==> config.mk <==
export PLATFORM = sky130hd
export DESIGN_NAME = seg_addr_unit
export DESIGN_NICKNAME = d
export VERILOG_FILES = /design/src/rtl/sau_pkg.sv /design/src/rtl/sau_xlate.sv /design/src/rtl/sau_ptrs.sv /design/src/rtl/seg_addr_unit.sv
export SDC_FILE = /design/constraint.sdc
export NUM_CORES = 1
export LEC_CHECK = 0
export CORE_MARGIN = 4
export CORE_UTILIZATION = 40
export DETAILED_ROUTE_END_ITERATION = 16
export GPL_TIMING_DRIVEN = 0
export PLACE_DENSITY = 0.73
export SLEW_MARGIN = 5
export SYNTH_ARGS = -nofsm -noshare
export SYNTH_HDL_FRONTEND = slang
export SYNTH_SLANG_ARGS = --single-unit
==> constraint.sdc <==
create_clock -name clk -period 5.3 [get_ports clk]
set_input_delay 1.325 -clock clk [delete_from_list [all_inputs] [get_ports clk]]
set_output_delay 1.325 -clock clk [all_outputs]
set_load 0.05 [all_outputs]
==> src/rtl/sau_pkg.sv <==
package sau_pkg;

    localparam int ADDR_W = 8;
    localparam int DATA_W = 8;

    localparam logic [ADDR_W-1:0] LA_X  = 8'hFC;
    localparam logic [ADDR_W-1:0] LA_SP = 8'hFD;
    localparam logic [ADDR_W-1:0] LA_B  = 8'hFE;
    localparam logic [ADDR_W-1:0] LA_S  = 8'hFF;

    // register-file slot order follows the low two address bits
    localparam int SLOT_X  = 0;
    localparam int SLOT_SP = 1;
    localparam int SLOT_B  = 2;
    localparam int SLOT_S  = 3;

    typedef enum logic [1:0] {
        MODE_DIRECT = 2'd0,
        MODE_VIA_B  = 2'd1,
        MODE_VIA_X  = 2'd2,
        MODE_VIA_SP = 2'd3
    } mode_e;

    typedef enum logic [1:0] {
        UPD_NONE  = 2'd0,
        UPD_INC   = 2'd1,
        UPD_DEC   = 2'd2,
        UPD_NONE2 = 2'd3
    } upd_e;

endpackage

==> src/rtl/sau_xlate.sv <==
module sau_xlate
    import sau_pkg::*;
#(
    parameter int RAM_BYTES = 512
) (
    input  logic [ADDR_W-1:0] la,
    input  logic [ADDR_W-1:0] seg,
    output logic              is_reg,
    output logic              ram_ok,
    output logic [$clog2(RAM_BYTES)-1:0] phys
);
    localparam int PHYS_W  = $clog2(RAM_BYTES);
    localparam int OFF_W   = ADDR_W - 1;
    localparam int WIN_B   = 2 ** OFF_W;
    localparam int N_WIN   = RAM_BYTES / WIN_B - 1;
    localparam logic [ADDR_W:0] WIN_LIM = (ADDR_W+1)'(N_WIN);

    logic [ADDR_W+OFF_W:0] wide;

    always_comb begin
        is_reg = (la >= LA_X);
        wide   = '0;
        if (la[ADDR_W-1]) begin
            wide   = (ADDR_W+OFF_W+1)'(la[OFF_W-1:0]);
            ram_ok = !is_reg;
        end else begin
            wide   = {({1'b0, seg} + (ADDR_W+1)'(1)), la[OFF_W-1:0]};
            ram_ok = ({1'b0, seg} < WIN_LIM);
        end
        phys = wide[PHYS_W-1:0];
    end

endmodule

==> src/rtl/sau_ptrs.sv <==
module sau_ptrs
    import sau_pkg::*;
#(
    parameter logic [DATA_W-1:0] SP_INIT = 8'h6F
) (
    input  logic              clk,
    input  logic              rst_n,
    input  logic              wr_en,
    input  logic [1:0]        wr_slot,
    input  logic [DATA_W-1:0] wr_data,
    input  logic              step_en,
    input  logic [1:0]        step_slot,
    input  logic              step_down,
    output logic [DATA_W-1:0] x_q,
    output logic [DATA_W-1:0] sp_q,
    output logic [DATA_W-1:0] b_q,
    output logic [DATA_W-1:0] s_q
);
    localparam int N_SLOT = 4;

    logic [DATA_W-1:0] slot_q [N_SLOT];

    for (genvar i = 0; i < N_SLOT; i++) begin : g_slot
        localparam logic [DATA_W-1:0] RST_V = (i == SLOT_SP) ? SP_INIT : '0;
        localparam bit STEPS = (i == SLOT_B) || (i == SLOT_X);

        always_ff @(posedge clk or negedge rst_n) begin
            if (!rst_n) begin
                slot_q[i] <= RST_V;
            end else if (wr_en && (wr_slot == 2'(i))) begin
                slot_q[i] <= wr_data;
            end else if (STEPS && step_en && (step_slot == 2'(i))) begin
                slot_q[i] <= step_down ? slot_q[i] - 8'd1 : slot_q[i] + 8'd1;
            end
        end
    end

    assign x_q  = slot_q[SLOT_X];
    assign sp_q = slot_q[SLOT_SP];
    assign b_q  = slot_q[SLOT_B];
    assign s_q  = slot_q[SLOT_S];

endmodule

==> src/rtl/seg_addr_unit.sv <==
module seg_addr_unit
    import sau_pkg::*;
#(
    parameter int                RAM_BYTES = 512,
    parameter logic [DATA_W-1:0] SP_INIT   = 8'h6F
) (
    input  logic                         clk,
    input  logic                         rst_n,
    input  logic                         acc_en,
    input  logic                         acc_wr,
    input  logic [1:0]                   acc_mode,
    input  logic [1:0]                   acc_upd,
    input  logic [ADDR_W-1:0]            acc_addr,
    input  logic [DATA_W-1:0]            acc_wdata,
    output logic [DATA_W-1:0]            acc_rdata,
    output logic [$clog2(RAM_BYTES)-1:0] ram_addr,
    output logic                         ram_en,
    output logic                         ram_we,
    output logic [DATA_W-1:0]            ram_wdata,
    input  logic [DATA_W-1:0]            ram_rdata
);
    localparam int PHYS_W = $clog2(RAM_BYTES);

    mode_e             mode;
    upd_e              upd;
    logic [ADDR_W-1:0] la;
    logic              is_reg;
    logic              ram_ok;
    logic [PHYS_W-1:0] phys;
    logic [DATA_W-1:0] x_q, sp_q, b_q, s_q;
    logic [DATA_W-1:0] reg_rd;
    logic              step_en;

    assign mode = mode_e'(acc_mode);
    assign upd  = upd_e'(acc_upd);

    always_comb begin
        unique case (mode)
            MODE_DIRECT: la = acc_addr;
            MODE_VIA_B:  la = b_q;
            MODE_VIA_X:  la = x_q;
            MODE_VIA_SP: la = sp_q;
        endcase
    end

    sau_xlate #(.RAM_BYTES(RAM_BYTES)) u_xlate (
        .la     (la),
        .seg    (s_q),
        .is_reg (is_reg),
        .ram_ok (ram_ok),
        .phys   (phys)
    );

    assign step_en = acc_en
                   && ((mode == MODE_VIA_B) || (mode == MODE_VIA_X))
                   && ((upd == UPD_INC) || (upd == UPD_DEC));

    sau_ptrs #(.SP_INIT(SP_INIT)) u_ptrs (
        .clk       (clk),
        .rst_n     (rst_n),
        .wr_en     (acc_en && acc_wr && is_reg),
        .wr_slot   (la[1:0]),
        .wr_data   (acc_wdata),
        .step_en   (step_en),
        .step_slot ((mode == MODE_VIA_B) ? 2'(SLOT_B) : 2'(SLOT_X)),
        .step_down (upd == UPD_DEC),
        .x_q       (x_q),
        .sp_q      (sp_q),
        .b_q       (b_q),
        .s_q       (s_q)
    );

    always_comb begin
        unique case (la[1:0])
            2'd0: reg_rd = x_q;
            2'd1: reg_rd = sp_q;
            2'd2: reg_rd = b_q;
            2'd3: reg_rd = s_q;
        endcase
    end

    assign ram_addr  = phys;
    assign ram_en    = acc_en && ram_ok;
    assign ram_we    = acc_en && ram_ok && acc_wr;
    assign ram_wdata = acc_wdata;
    assign acc_rdata = is_reg ? reg_rd : (ram_ok ? ram_rdata : '0);

endmodule


* Yosys cells after proc, flatten, opt, wreduce, memory -nomap -nowiden
Cells that the tools add are included.
Cells by class: $add $sub $neg 5, $lt $le $gt $ge 2, eq/ne operators 9, multiplexer cells 13, reductions and logical operators 20
Operators by type and width (count):
- 2-to-1 mux 8 bit | 8
- case mux 8 bit (4 select lines) | 2
- adder 8 x 1 -> 8 bit (second input constant) | 2
- subtractor 8 x 1 -> 8 bit (second input constant) | 2
- equality test 2 bit (second input constant) | 6
- logical AND 1 bit | 12
- 2-to-1 mux 9 bit | 1
- greater-or-equal comparator 8 bit (second input constant) | 1
- less-than comparator 8 x 2 -> 1 bit (second input constant) | 1
- equality test 2 x 1 -> 1 bit (second input constant) | 3
- zero test 2 bit | 3
- nonzero test 2 bit | 2
- adder 2 x 1 -> 2 bit (second input constant) | 1
- logical OR 1 bit | 2
- 2-to-1 mux 2 bit | 1
- zero test 1 bit | 1
- 2-to-1 mux 1 bit | 1
Word-level totals: bits in registers 32, bits of input ports 32, output and inout bits 27

* Depth between registers and ports, before layout
depth after elaboration 7, mapped depth 10

* Cells and area by module
Synthesis repeated with hierarchy kept, for this count alone.
Second synthesis, totals: cells, all modules 336, area total of the unflattened synthesis 2957.8 um^2
Modules (own cells, without submodules):
- sau_ptrs | times used 1, cells an instance 197, area an instance 1924.3 um^2, sequential area each 808.3 um^2
- seg_addr_unit | times used 1, cells an instance 122, area an instance 918.4 um^2, sequential area each 0.0 um^2
- sau_xlate | times used 1, cells an instance 17, area an instance 115.1 um^2, sequential area each 0.0 um^2

* Least setup slack after synthesis
OpenSTA, ideal clock, no wires.
path type input-to-output, from input port acc_mode[1], to output port ram_we, arrival 3920 ps, required time 3975 ps, setup slack 55 ps, stages 9, path buffers 2, cells stage by stage inv_1 > ha_1 > buf_6 > a222oi_1 > mux2i_1 > nand2_1 > nor2b_1 > buf_2 > nor3_1
On the way: longest elaborated chain between the ends 7, elaborated cells between the ends (all ways) 10, classes of those cells 1 x order compare; 3 x eq/ne; 2 x mux; 4 x reduce/logical
RTL lines:
- start, declared | line seg_addr_unit.sv:11 | input logic [1:0] acc_mode,
- equality test 2 bit, or another cell as far along | line seg_addr_unit.sv:38 | unique case (mode)
- case mux 8 bit (4 select lines) (*) | line seg_addr_unit.sv:38
- greater-or-equal comparator 8 bit | line sau_xlate.sv:21 | is_reg = (la >= LA_X);
- zero test 1 bit | line sau_xlate.sv:25 | ram_ok = !is_reg;
- 2-to-1 mux 1 bit (*) | line sau_xlate.sv:23 | if (la[ADDR_W-1]) begin
- logical AND 1 bit (*) (2 in series) | line seg_addr_unit.sv:84 | assign ram_we = acc_en && ram_ok && acc_wr;
- end, declared | line seg_addr_unit.sv:18 | output logic ram_we,
Every way passes the cells marked *; elsewhere a longest branch is shown, timed or not.

* Final worst setup path
from input port acc_mode[0], to output port acc_rdata[6]
On the way: longest elaborated chain between the ends 7, elaborated cells between the ends (all ways) 15, classes of those cells 1 x order compare; 6 x eq/ne; 5 x mux; 3 x reduce/logical
RTL lines:
- equality test 2 bit, or another cell as far along | line seg_addr_unit.sv:38
- case mux 8 bit (4 select lines) (*) | line seg_addr_unit.sv:38
- greater-or-equal comparator 8 bit | line sau_xlate.sv:21
- zero test 1 bit | line sau_xlate.sv:25
- 2-to-1 mux 1 bit | line sau_xlate.sv:23
- 2-to-1 mux 8 bit | line seg_addr_unit.sv:86 | assign acc_rdata = is_reg ? reg_rd : (ram_ok ? ram_rdata : '0);
- 2-to-1 mux 8 bit (*) | line seg_addr_unit.sv:86
- end, declared | line seg_addr_unit.sv:15 | output logic [DATA_W-1:0] acc_rdata,
Marks and branches as above.

==> results.json <==
{
  "critPathMaxStageDelay_ns": 0.52,
  "synthArstFlopShare_pct": 100,
  "layout_common_cells": "clkdlybuf4s50_1 (45), mux2_2 (31), dfrtp_1 (26), inv_1 (21), ha_1 (16)",
  "cts.reportedPaths.clkPinSlew_ns": 0.07,
  "port_buffers": 58,
  "min-delay-start": "u_ptrs.s_q[2]",
  "cp.required_ns": 3.97,
  "seq_area_frac_synth_pct": 28.5,
  "antenna_cells": 0,
  "ir_drop_mv": 0.159,
  "finalWorstSetupSlack_ns": 0.190,
  "timing.final.crit_share_pct": 96.4,
  "final_area_sq_um": 3670,
  "global_route.usage.total_pct": 19.3,
  "r2r-start": "u_ptrs.sp_q[3]",
  "rows": 30,
  "setup_violations": 0,
  "drv_cap": 0,
  "pwr-share-comb_pct": 51.8,
  "crit_arrival_ns": 3.78,
  "ys_seq_elements": 32,
  "ys_warn_count": 0,
  "hold_class": "reg -> reg",
  "cp-start-kind": "input pin",
  "wl_per_cell_um": 18.1,
  "die-area_sq_um": 8510,
  "path_cells": "dlygate4sd2_1 -> inv_1 -> ha_2 -> buf_6 -> a222oi_1 -> buf_4 -> or4_4 -> o31ai_4 -> nor2b_1 -> buf_4 -> a22o_1 -> buf_6",
  "slowest_stage": "or4_4",
  "clock-root-buffer": "clkbuf_8",
  "grt_pass1_wl_um": 13000,
  "cts_tree": "built",
  "drive_above_1_share_pct": 27.7,
  "overflow": 0,
  "intPower_mw": 0.711,
  "grt_pass1_vias": 2559,
  "cts_buffer_depth": 2,
  "clock-sinks": 32,
  "chipWidth_um": 92.3,
  "vias": 2540,
  "clkPwrFrac_pct": 15.9,
  "max_slew_margin_pct": 52.5,
  "synthTopCellsByArea": "dfrtp_1 (23%), mux2_2 (13%), ha_1 (7.9%)",
  "drc": 0,
  "setup.worst_path.end_class": "primary output",
  "skew_ns": 0.00743,
  "critical_path_class": "in -> out",
  "synth_nets": 327,
  "yosys.area.top_type_share_pct": 22.9,
  "grt_setup_unrepaired": "no",
  "p_sw_share_pct": 42.6,
  "drtPass1Iterations": 5,
  "path_delay_family": "buffers and inverters",
  "io_pins": 59,
  "post-place-ws_ns": -0.911,
  "syn_area_per_cell_sq_um": 10.3,
  "synth_ff_type": "dfrtp_1",
  "dpl-instance-area_sq_um": 3540,
  "max_freq_mhz": 196,
  "numCtsBuffers": 5,
  "drt_iter0_drc": 220,
  "p_leak_nw": 1.62,
  "nNetsFinal": 394,
  "ant_nets": 0,
  "tns_ns": 0,
  "start_util_pct": 41.6,
  "dp_hpwl_um": 6040,
  "status": "complete, no violations",
  "drt-total-wl_um": 7960,
  "final_common_cell": "clkdlybuf4s50_1",
  "synth_top_area_cell": "dfrtp_1",
  "startpoint": "acc_mode[0]",
  "synth_cells": 275,
  "via_per_inst": 5.79,
  "p_sw_mw": 0.528,
  "hold_violations": 0,
  "syn-cell-area_sq_um": 2840,
  "die_h_um": 92.3,
  "synth_cell_types": 52,
  "fp.coreArea_sq_um": 6830,
  "worst-path-buf-inv": 6,
  "synth_edf_count": 0,
  "clk_latency_ns": 0.29,
  "worst_slew_pin_slew_ns": 0.713,
  "antenna_found_initial": 0,
  "min_period_ns": 5.11,
  "slew_viol_final": 0,
  "htreeDepth": 2,
  "power.density_nw_per_um2": 338,
  "grt_max_degree": 33,
  "seqPwrFrac_pct": 32.3,
  "cp_max_fo": 10,
  "syn_to_final_growth_pct": 29.2,
  "utilization_pct": 53.7,
  "gp_congestion": 0.829
}
## final cells by class
cell class | count | area (sq um)
fillers | 626 | 3160
well taps | 96 | 120
plain buffers | 16 | 111
clock buffers | 6 | 82.6
repair buffers | 61 | 591
multi-input cells | 202 | 1850
clock inverters | 2 | 10.0
flip-flops and latches | 32 | 808
inverters | 24 | 93.8
## cells in the mapped netlist, drive strengths merged (2+ instances only)
master and n:
mux2 32, nor4b 2, o21a 2, o31ai 6
nand2 16, ha 18, dfstp 6, mux2i 9
dfrtp 26, mux4 8, nor3 5, inv 23
a222oi 8, a31oi 2, a21oi 8, nor2b 5
nor3b 5, a221oi 2, or4 5, xor2 4
clkbuf 3, buf 14, or3 4, and3 3
a22o 8, a211oi 4, nand4 4, nand2b 2
fa 2, nor2 6, nand3 4, a21o 2
xnor2 3, o21ai 14
## registers in the layout, summed over array words and instances (netlist names)
| name | cells |
|---|---|
| u_ptrs.b_q | 8 |
| u_ptrs.s_q | 8 |
| u_ptrs.x_q | 8 |
| u_ptrs.sp_q | 8 |
## power by group through the flow
stage	logic [mW]	registers [mW]	clock network (mW)
final	0.642	0.400	0.197
after detailed placement	0.632	0.401	0
after global placement	0.619	0.397	0
after CTS	0.643	0.397	0.200
after global routing	0.715	0.408	0.211
after floorplan	0.487	0.360	0
## cell families after synthesis
logic type	share of synthesized area [%]
simple gates	14.3
fa+ha+maj	9.34
compound gates	16.5
buf+inv	7.05
xor+xnor	2.16
flops	28.5
mux	22.2
## timing repair
item / 4_1_cts / 5_1_grt
hold buffers: 0 / 0
setup endpoints to repair: 11 / 0
resized for setup: 78 / 0
setup buffers: 3 / 0
## worst paths after layout
check / end / slack [ns] / cells after the start
max in group asynchronous: u_ptrs.x_q[6] / 3.75 / 1
min in group asynchronous: u_ptrs.s_q[6] / 1.08 / 1
max reg2reg: u_ptrs.s_q[4] / 2.80 / 7
min: u_ptrs.s_q[2] / 0.54 / 1
max: acc_rdata[6] / 0.19 / 12
min reg2reg: u_ptrs.s_q[2] / 0.54 / 1
## metal layers
layer / wire length, um / GRT usage (%)
met5: 0 / 0
met4: 163 / 6.68
met1: 3490 / 25.2
met3: 451 / 4.10
met2: 3860 / 31.6
## metrics by stage
step | instances | total power [mW] | hold WS, ns
4_1_cts | 439 | 1.24 | 0.541
3_5_place_dp | 429 | 1.03 | 0.525
6_report | 439 | 1.24 | 0.542
3_3_place_gp | 429 | 1.02 | 0.511
2_1_floorplan | 275 | 0.847 | 0.497
5_1_grt | 439 | 1.33 | 0.555
Power figures use the tool's default switching activity.
